[src/rtl/ldp_pkg.sv]
// Shared types for the load-store dependence predictor.
// Assumes nothing beyond IEEE 1800-2017 packed structs.
package ldp_pkg;

    // Outcome bits kept per in-flight load.
    typedef struct packed {
        logic upd;   // an older store address was unknown at dispatch
        logic done;  // the load was allowed to issue
        logic rst;   // a resolved store hit this load after it issued
    } ldp_track_t;

endpackage

[src/rtl/ldp_hist_table.sv]
// Confidence table: one saturating counter per index.
// Read is combinational and sees the value before any same-cycle write.
// Assumes at most one training write per cycle.
module ldp_hist_table #(
    parameter int IDX_W = 6,
    parameter int CNT_W = 4
) (
    input  logic             clk,
    input  logic             rst_n,
    input  logic [IDX_W-1:0] rd_idx,
    output logic [CNT_W-1:0] rd_cnt,
    input  logic             tr_en,
    input  logic [IDX_W-1:0] tr_idx,
    input  logic             tr_clear
);
    localparam int               ENTRIES = 1 << IDX_W;
    localparam logic [CNT_W-1:0] CNT_MAX = '1;

    logic [CNT_W-1:0] cnt_q [ENTRIES];

    // Lookup read of the stored counter.
    assign rd_cnt = cnt_q[rd_idx];

    // Counter storage: clear on failure, saturating increment on success.
    always_ff @(posedge clk) begin
        for (int i = 0; i < ENTRIES; i++) begin
            if (!rst_n) begin
                cnt_q[i] <= '0;
            end else if (tr_en && tr_idx == IDX_W'(i)) begin
                if (tr_clear)
                    cnt_q[i] <= '0;
                else if (cnt_q[i] != CNT_MAX)
                    cnt_q[i] <= cnt_q[i] + CNT_W'(1);
            end
        end
    end

    for (genvar g = 0; g < ENTRIES; g++) begin : g_chk
        p_clear_on_fail_r6: assert property (@(posedge clk) disable iff (!rst_n)
            tr_en && tr_idx == IDX_W'(g) && tr_clear |=> cnt_q[g] == '0);
        p_sat_inc_r6: assert property (@(posedge clk) disable iff (!rst_n)
            tr_en && tr_idx == IDX_W'(g) && !tr_clear && cnt_q[g] != CNT_MAX
            |=> cnt_q[g] == $past(cnt_q[g]) + CNT_W'(1));
        p_hold_max_r6: assert property (@(posedge clk) disable iff (!rst_n)
            tr_en && tr_idx == IDX_W'(g) && !tr_clear && cnt_q[g] == CNT_MAX
            |=> cnt_q[g] == CNT_MAX);
    end
endmodule

[src/rtl/ldp_load_buffer.sv]
// Per-load tracking entries: table index, aligned address and outcome bits.
// Dispatch opens or refreshes an entry, a store resolve snoops the younger
// entries, and a commit reads out one entry and frees it.
// Assumes dispatch and commit never target the same slot in one cycle.
module ldp_load_buffer
    import ldp_pkg::*;
#(
    parameter int DEPTH = 16,
    parameter int IDX_W = 6,
    parameter int DW_W  = 29,
    localparam int SLOT_W = $clog2(DEPTH)
) (
    input  logic              clk,
    input  logic              rst_n,
    input  logic              al_en,
    input  logic [SLOT_W-1:0] al_slot,
    input  logic [IDX_W-1:0]  al_idx,
    input  logic [DW_W-1:0]   al_addr,
    input  logic              al_upd,
    input  logic              al_go,
    input  logic              sn_en,
    input  logic [DW_W-1:0]   sn_addr,
    input  logic [DEPTH-1:0]  sn_mask,
    input  logic              cm_en,
    input  logic [SLOT_W-1:0] cm_slot,
    output logic [IDX_W-1:0]  cm_idx,
    output ldp_track_t        cm_trk
);
    logic [DEPTH-1:0] vld_q;
    logic [IDX_W-1:0] idx_q  [DEPTH];
    logic [DW_W-1:0]  addr_q [DEPTH];
    ldp_track_t       trk_q  [DEPTH];

    // Commit read-out of the selected entry.
    assign cm_idx = idx_q[cm_slot];
    assign cm_trk = trk_q[cm_slot];

    // Entry update: snoop, then dispatch, then commit (later wins).
    always_ff @(posedge clk) begin
        for (int i = 0; i < DEPTH; i++) begin
            if (!rst_n) begin
                vld_q[i]  <= 1'b0;
                idx_q[i]  <= '0;
                addr_q[i] <= '0;
                trk_q[i]  <= '0;
            end else begin
                if (sn_en && sn_mask[i] && vld_q[i] && trk_q[i].done
                    && addr_q[i] == sn_addr)
                    trk_q[i].rst <= 1'b1;
                if (al_en && al_slot == SLOT_W'(i)) begin
                    vld_q[i]  <= 1'b1;
                    idx_q[i]  <= al_idx;
                    addr_q[i] <= al_addr;
                    if (!vld_q[i]) begin
                        trk_q[i] <= '{upd: al_upd, done: al_go, rst: 1'b0};
                    end else begin
                        trk_q[i].upd  <= trk_q[i].upd | al_upd;
                        trk_q[i].done <= trk_q[i].done | al_go;
                    end
                end
                if (cm_en && cm_slot == SLOT_W'(i))
                    vld_q[i] <= 1'b0;
            end
        end
    end

    for (genvar g = 0; g < DEPTH; g++) begin : g_chk
        p_conflict_needs_issue_r5: assert property (@(posedge clk) disable iff (!rst_n)
            trk_q[g].rst |-> trk_q[g].done);
        p_commit_frees_r4: assert property (@(posedge clk) disable iff (!rst_n)
            cm_en && cm_slot == SLOT_W'(g) && !(al_en && al_slot == SLOT_W'(g))
            |=> !vld_q[g]);
    end
endmodule

[src/rtl/ldp_spec_guard.sv]
// Misprediction guard: counts conflicting commits per window of committed
// loads and forces blocking for a hold period when the count is too high.
// Windows are not counted while blocking; a fresh window starts afterwards.
module ldp_spec_guard #(
    parameter int WIN   = 256,
    parameter int LIMIT = 8,
    parameter int HOLD  = 256,
    localparam int WC_W = $clog2(WIN),
    localparam int RC_W = $clog2(WIN + 1),
    localparam int HC_W = $clog2(HOLD)
) (
    input  logic clk,
    input  logic rst_n,
    input  logic cm_en,
    input  logic cm_failed,
    output logic block
);
    logic            blk_q;
    logic [WC_W-1:0] win_q;
    logic [RC_W-1:0] rc_q;
    logic [HC_W-1:0] hc_q;
    logic [RC_W-1:0] rc_nxt;
    logic            win_last;

    // Running failure count including the current commit.
    always_comb begin
        rc_nxt   = rc_q + RC_W'(cm_failed);
        win_last = (win_q == WC_W'(WIN - 1));
    end

    // Window / hold sequencing on each committed load.
    always_ff @(posedge clk) begin
        if (!rst_n) begin
            blk_q <= 1'b0;
            win_q <= '0;
            rc_q  <= '0;
            hc_q  <= '0;
        end else if (cm_en) begin
            if (blk_q) begin
                if (hc_q == HC_W'(HOLD - 1)) begin
                    blk_q <= 1'b0;
                    hc_q  <= '0;
                end else begin
                    hc_q <= hc_q + HC_W'(1);
                end
            end else if (win_last) begin
                blk_q <= (rc_nxt > RC_W'(LIMIT));
                win_q <= '0;
                rc_q  <= '0;
            end else begin
                win_q <= win_q + WC_W'(1);
                rc_q  <= rc_nxt;
            end
        end
    end

    assign block = blk_q;

    p_block_starts_on_commit_r8: assert property (@(posedge clk) disable iff (!rst_n)
        $rose(blk_q) |-> $past(cm_en));
    p_block_ends_on_commit_r8: assert property (@(posedge clk) disable iff (!rst_n)
        $fell(blk_q) |-> $past(cm_en));
    p_quiet_window_r9: assert property (@(posedge clk) disable iff (!rst_n)
        !cm_en |=> $stable(blk_q));
endmodule

[src/rtl/ldst_dep_pred.sv]
// Load-store dependence predictor top. Folds the instruction address into
// a table index, gives a registered go/block decision, tracks each load in
// the load buffer and trains the table at commit.
// Assumes the caller passes address bits [13:2] and 8-byte-aligned addresses.
module ldst_dep_pred
    import ldp_pkg::*;
#(
    parameter int LB_DEPTH   = 16,
    parameter int IDX_W      = 6,
    parameter int CNT_W      = 4,
    parameter int ADDR_W     = 32,
    parameter int ALIGN_W    = 3,
    parameter int WIN_LOADS  = 256,
    parameter int FAIL_LIMIT = 8,
    parameter int HOLD_LOADS = 256,
    localparam int SLOT_W = $clog2(LB_DEPTH),
    localparam int DW_W   = ADDR_W - ALIGN_W,
    localparam int PC_W   = 2 * IDX_W
) (
    input  logic                clk,
    input  logic                rst_n,
    input  logic                disp_valid,
    input  logic [SLOT_W-1:0]   disp_slot,
    input  logic [PC_W-1:0]     disp_pc_bits,
    input  logic [DW_W-1:0]     disp_dw_addr,
    input  logic                disp_older_unknown,
    output logic                res_valid,
    output logic [SLOT_W-1:0]   res_slot,
    output logic                res_go,
    input  logic                st_valid,
    input  logic [DW_W-1:0]     st_dw_addr,
    input  logic [LB_DEPTH-1:0] st_younger_mask,
    input  logic                cm_valid,
    input  logic [SLOT_W-1:0]   cm_slot
);
    logic [IDX_W-1:0] look_idx;
    logic [CNT_W-1:0] look_cnt;
    logic             look_go;
    logic             wd_block;
    logic [IDX_W-1:0] cm_idx;
    ldp_track_t       cm_trk;

    // Index fold and go/block decision for the dispatching load.
    always_comb begin
        look_idx = disp_pc_bits[IDX_W-1:0] ^ disp_pc_bits[PC_W-1:IDX_W];
        look_go  = !disp_older_unknown || ((&look_cnt) && !wd_block);
    end

    ldp_hist_table #(.IDX_W(IDX_W), .CNT_W(CNT_W)) u_table (
        .clk      (clk),
        .rst_n    (rst_n),
        .rd_idx   (look_idx),
        .rd_cnt   (look_cnt),
        .tr_en    (cm_valid && cm_trk.upd),
        .tr_idx   (cm_idx),
        .tr_clear (cm_trk.rst)
    );

    ldp_load_buffer #(.DEPTH(LB_DEPTH), .IDX_W(IDX_W), .DW_W(DW_W)) u_lbuf (
        .clk     (clk),
        .rst_n   (rst_n),
        .al_en   (disp_valid),
        .al_slot (disp_slot),
        .al_idx  (look_idx),
        .al_addr (disp_dw_addr),
        .al_upd  (disp_older_unknown),
        .al_go   (look_go),
        .sn_en   (st_valid),
        .sn_addr (st_dw_addr),
        .sn_mask (st_younger_mask),
        .cm_en   (cm_valid),
        .cm_slot (cm_slot),
        .cm_idx  (cm_idx),
        .cm_trk  (cm_trk)
    );

    ldp_spec_guard #(.WIN(WIN_LOADS), .LIMIT(FAIL_LIMIT), .HOLD(HOLD_LOADS)) u_guard (
        .clk       (clk),
        .rst_n     (rst_n),
        .cm_en     (cm_valid),
        .cm_failed (cm_trk.rst),
        .block     (wd_block)
    );

    // Registered decision, one cycle after the lookup.
    always_ff @(posedge clk) begin
        if (!rst_n) begin
            res_valid <= 1'b0;
            res_slot  <= '0;
            res_go    <= 1'b0;
        end else begin
            res_valid <= disp_valid;
            res_slot  <= disp_slot;
            res_go    <= disp_valid && look_go;
        end
    end

    p_result_follows_lookup_r3: assert property (@(posedge clk) disable iff (!rst_n)
        res_valid |-> $past(disp_valid));
    p_safe_load_goes_r3: assert property (@(posedge clk) disable iff (!rst_n)
        disp_valid && !disp_older_unknown |=> res_valid && res_go);
    p_guard_forces_block_r8: assert property (@(posedge clk) disable iff (!rst_n)
        disp_valid && disp_older_unknown && wd_block |=> res_valid && !res_go);
endmodule

[config.mk]
export PLATFORM = sky130hd
export DESIGN_NAME = ldst_dep_pred
export DESIGN_NICKNAME = d
export VERILOG_FILES = /design/src/rtl/ldp_pkg.sv /design/src/rtl/ldp_hist_table.sv /design/src/rtl/ldp_load_buffer.sv /design/src/rtl/ldp_spec_guard.sv /design/src/rtl/ldst_dep_pred.sv
export SDC_FILE = /design/constraint.sdc
export NUM_CORES = 2
export LEC_CHECK = 0
export BUFFER_PORTS_ARGS = -buffer_cell sky130_fd_sc_hd__buf_2
export CORE_MARGIN = 4
export CORE_UTILIZATION = 25
export CTS_BUF_LIST = sky130_fd_sc_hd__clkbuf_4
export DETAILED_ROUTE_END_ITERATION = 7
export PLACE_DENSITY_LB_ADDON = 0.15
export SLEW_MARGIN = 25
export SYNTH_ARGS = -nofsm -noshare
export SYNTH_HDL_FRONTEND = slang
export SYNTH_SLANG_ARGS = --single-unit
[constraint.sdc]
create_clock -name clk -period 8.6 [get_ports clk]
set_clock_uncertainty 0.2 [all_clocks]
set_input_delay 1.72 -clock clk [delete_from_list [all_inputs] [get_ports clk]]
set_output_delay 1.72 -clock clk [all_outputs]
set_load 0.01 [all_outputs]
Word-level counts from Yosys, hierarchy flattened
Memories as Yosys holds them, arrays and structs flattened.
Cells that the tools add are included.

storage, ports and cells
  register bits after elaboration = 48
  logic and storage cells = 1717
  output and inout bits = 6
  RAM bits = 864
  bits of input ports = 100
  memories kept = 4

operators by class
  magnitude comparators = 1
  add/subtract/negate cells = 67
  mux-type cells = 984
  equality and inequality tests = 175
  reductions and logical operators = 188
  bitwise operators = 275

memory list
  name           depth  bits a word  read ports  clocked after memory_dff  write ports  RTL line               source
  u_lbuf.addr_q  16     29           16          0                         16           ldp_load_buffer.sv:31  logic [DW_W-1:0] addr_q [DEPTH];
  u_table.cnt_q  64     4            65          0                         64           ldp_hist_table.sv:19   logic [CNT_W-1:0] cnt_q [ENTRIES];
  u_lbuf.idx_q   16     6            1           0                         16           ldp_load_buffer.sv:30  logic [IDX_W-1:0] idx_q [DEPTH];
  u_lbuf.trk_q   16     3            17          0                         16           ldp_load_buffer.sv:32  ldp_track_t trk_q [DEPTH];

operators by type and width
  kind                                                  number
  2-to-1 mux 1 bit                                      805
  2-to-1 mux 4 bit                                      128
  equality test 29 bit                                  16
  2-to-1 mux 29 bit                                     16
  OR 1 bit                                              272
  adder 4 x 1 -> 4 bit (second input constant)          64
  inequality test 4 bit (second input constant)         64
  equality test 6 bit (second input constant)           32
  logical AND 1 bit                                     163
  equality test 6 x 5 -> 1 bit (second input constant)  16
  2-to-1 mux 6 bit                                      16
  equality test 4 bit (second input constant)           16
  equality test 6 x 4 -> 1 bit (second input constant)  8
  equality test 4 x 3 -> 1 bit (second input constant)  8
  2-to-1 mux 2 bit                                      16
  OR reduction 2 bit                                    16
  equality test 6 x 3 -> 1 bit (second input constant)  4
  adder 8 x 1 -> 8 bit (second input constant)          2
  equality test 4 x 2 -> 1 bit (second input constant)  4
  equality test 8 bit (second input constant)           2
  2-to-1 mux 8 bit                                      2
  equality test 6 x 2 -> 1 bit (second input constant)  2
  adder 9 x 1 -> 9 bit                                  1
  > comparator 9 x 4 -> 1 bit (second input constant)   1
  other kinds (11)                                      16

Longest topological paths before layout
  word-level depth = 9
  mapped depth = 14

Cells and area by module
A second synthesis with hierarchy kept.

second synthesis, totals
  cell total of the unflattened synthesis = 3852
  area total of the unflattened synthesis = 47181.5 sq um

by module, submodules not included
  module           instances  cells an instance  area an instance (sq um)  sequential area each (sq um)
  ldp_load_buffer  1          2304               30435.4                   18577.8
  ldp_hist_table   1          1361               15138.3                   7687.4
  ldp_spec_guard   1          163                1353.8                    520.5
  ldst_dep_pred    1          24                 254.0                     120.1

Least setup slack after synthesis
No wires, ideal clock.

  path type = input to register
  start = in disp_slot[1]
  end = mem u_lbuf.addr_q[12][0] (netlist: u_lbuf.addr_q[1][116]), enable pin
  path buffers = 1
  library setup time = 0.476 ns
  slack = 3.022 ns
  cell stages on the path = 3
  arrival = 4.902 ns
  cell sequence = clkbuf_1 -> or3b_2 -> o21ai_0

RTL lines
  element             RTL line               source
  start: declaration  ldst_dep_pred.sv:23    input logic [SLOT_W-1:0] disp_slot,
  end: declaration    ldp_load_buffer.sv:31

==> reports/results.tsv <==
metric	value	unit
Worst Path Required	9.41	ns
Die Wd	438	um
final global-route overflow total	0	
CTS tree	yes	
port bufs	105	
Post-Synth XOR/XNOR Area	11.0	%
Synth Warn #	0	
CP cell instances	buf_2 > buf_4 > mux4_1 > mux4_2 > nand4b_4 > nor2_4 > nand2_1 > nor3b_1	
status	finished clean	
largest family of logic cells by synthesized area	simple AND/OR/NAND/NOR gates	
Synth Area in Adders	1.84	%
1st-iter DRT viols	2466	
Final min period	4.77	ns
clk sinks	912	
register area share after synthesis	58.1	%
simple logic cell fraction of the synthesized area	18.6	%
commonest register cell after synthesis	edfxtp_1	
area grow syn2layout	14.7	%
initial antenna violation count	29	
fin crit share	55.5	%
die height	438	um
gpl congestion	0.747	
root buffer selected by CTS	clkbuf_4	
synth unique cells	69	
Layout fillers	18900	
Starting Density	25.2	%
1st-pass router iterations	5	
Setup crit end kind	register	
setup repair bufs after CTS	0	
setup_tns	0	ns
Startpoint Class	primary input	
Compound-Gate Fraction of Synth Area	4.48	%
CP bufs+invs	2	
H-tree levels	5	
Clock Pin Slew Worst Setup and Hold Paths	0.06	ns
PostCTS Resize Cnt	0	
Cells after Synth	3875	
Final Hold Violating Endpoints	0	
worst skew pair latency	1.28	ns
Ports	106	
actual slew at the worst max-slew pin	1.05	ns
vias in the first global route	31800	
syn nets	4043	
Power Dens Cells	198	nW/um^2
Synth Area per Inst	11.9	sq um
Slew Limit Fails	0	
number of buffers on the longest clock path	4	
R2R Setup Slk	4.55	ns
CORE AREA	184000	sq um
Yosys reg bits	912	
max_slew headroom	29.9	%
first-pass GRT wire length	231000	um
Post-synth EDFFs	864	
Max Freq	209	MHz
Hold Crit Class	reg -> reg	
GRT Util Overall	16.7	%
Worst Path Max Fanout	28	
critical path class	in -> reg	
Post-DRT Antenna Nets	0	
Top delay family on crit path	simple AND/OR/NAND/NOR gates	
Largest stage delay, worst path	0.83	ns
Die Area	192000	sq um
Setup-failing EPs final	0	
Worst VDD drop	0.123	mV
max cap viols	0	
drt total wl	163000	um
total number of vias	31900	
routed len/inst	24.2	um
DP Cell Count	6247	
final non-filler cell total	6735	
# DRC	0	
crit path DAT	5.58	ns
post-DR vias/cell	4.73	
cts bufs inserted	296	
DPL Wire Length	97200	um
Crit-path slowest cell	nor2_4	
Mapped Area	46300	sq um
row cnt	157	
asr flop ratio synth	0	%
mux cell area share after synthesis	2.93	%
CTS Hold Buffers Added	0	
nets@finish	4250	
Leak	19.4	nW
largest net degree at the start of global routing	118	
RSZ-0062 raised after global routing	false	
share of layout cells above drive strength 1	17.9	%
worst paths after layout:
check | end | cells after the start | from
worst min-delay path | u_guard.rc_q[0] | 2 | u_guard.rc_q[0]
worst max-delay path | u_table.cnt_q[47][0] | 8 | cm_slot[0]
worst min register to register | u_guard.rc_q[0] | 2 | u_guard.rc_q[0]
worst max register to register | u_table.cnt_q[58][0] | 7 | u_lbuf.trk_q[3][0]
flip-flops by register name (all words and copies together), names as in the netlist:
| signal | flops |
|---|---|
| u_lbuf.addr_q | 464 |
| u_table.cnt_q | 256 |
| u_lbuf.idx_q | 96 |
| u_lbuf.trk_q | 48 |
| u_lbuf.vld_q | 16 |
| u_guard.rc_q | 9 |
| u_guard.hc_q | 8 |
| u_guard.win_q | 8 |
| res_slot | 4 |
| res_go | 1 |
| res_valid | 1 |
| u_guard.block | 1 |
worst min-delay path: stages (launching register included):
cell     delay (ns)
dfxtp_1        0.31
nand2_1        0.05
a21oi_1        0.05
per-stage QoR:
step / util (%) / power (mW) / worst slack (ns) / area [sq um] / hold WS [ns]
2_1_floorplan: - / 5.88 / 3.02 / 46300 / 0.236
5_1_grt: 28.9 / 11.0 / 3.68 / 53100 / 0.283
4_1_cts: 28.9 / 10.7 / 3.73 / 53000 / 0.258
3_3_place_gp: 27.0 / 6.35 / 2.44 / 49600 / 0.249
3_5_place_dp: 27.0 / 6.34 / 2.38 / 49600 / 0.251
6_report: 28.9 / 10.5 / 3.83 / 53100 / 0.255
report_power, final:
part           leakage [nW]  total, mW  internal (mW)  switching, mW
logic                  8.41       1.03          0.317          0.716
clock network          2.06       4.28           2.29           2.00
registers              8.90       5.20           5.08          0.119
total                  19.4       10.5           7.68           2.83
cell usage after synthesis, types with 19 or more instances:
cell type,count,area (sq um)
ha_1,68,851
and2_1,131,820
mux4_2,41,923
inv_1,68,255
nand2_1,163,612
and3_1,390,2440
a21oi_1,111,556
edfxtp_1,864,25900
nor3b_1,34,255
nand3_1,141,706
buf_2,19,95.1
xor2_1,243,2130
and4_1,27,236
clkbuf_1,224,841
nor2_1,303,1140
o21ai_1,65,325
nor4_1,58,363
o21ai_0,134,671
xnor2_1,338,2960
or3_1,21,131
nand4_1,141,882
nor3_1,35,175
dfxtp_1,48,961
kinds of logic (layout without fill, tap and decap cells):
kind of cell / after synthesis / in the layout
AO/OA/AOI/OAI: 379 / 379
XOR/XNOR: 581 / 581
adder cells (fa/ha/maj): 68 / 68
buffers and inverters: 343 / 722
flip-flops: 912 / 912
multiplexers: 60 / 60
other: 0 / 17
AND/OR/NAND/NOR: 1532 / 1532
metal layers:
| metal | global-route usage, % | vias to the layer above | share of wire, % |
|---|---|---|---|
| met1 | 21.5 | 16000 | 43 |
| li1 | - | 14800 | - |
| met2 | 28.3 | 865 | 49 |
| met5 | 0 | - | 0.0080 |
| met4 | 5.27 | 2 | 2.5 |
| met3 | 3.02 | 276 | 4.8 |
layout by cell type, fill, tap and decap left out, types with 15 or more instances in the layout:
cell	instances
dfxtp_1	48
edfxtp_1	864
mux4_2	40
inv_1	68
nand4b_1	16
or3_1	21
nand3_1	141
nand4_1	141
nor2_2	18
and2_1	131
mux4_1	15
o21ai_1	65
buf_4	76
clkbuf_4	431
and3_1	389
o21ai_0	123
a31oi_1	18
xor2_1	240
a21oi_1	111
diode_2	17
and4_1	27
buf_2	104
nor2_1	293
ha_1	68
nor4_1	57
nor3_1	32
clkinv_1	36
nor3b_1	33
nand2_1	159
xnor2_1	332
cell type report:
class	instances	area (sq um)	area share, %
clock inverters	39	175	0.330
multi-input cells	2620	18300	34.4
well taps	2464	3080	5.80
repair buffers	184	1160	2.18
clock buffers	431	3240	6.09
diodes	17	42.5	0.0801
inverters	68	255	0.480
flip-flops and latches	912	26900	50.7
(Power assumes the default switching activity.)
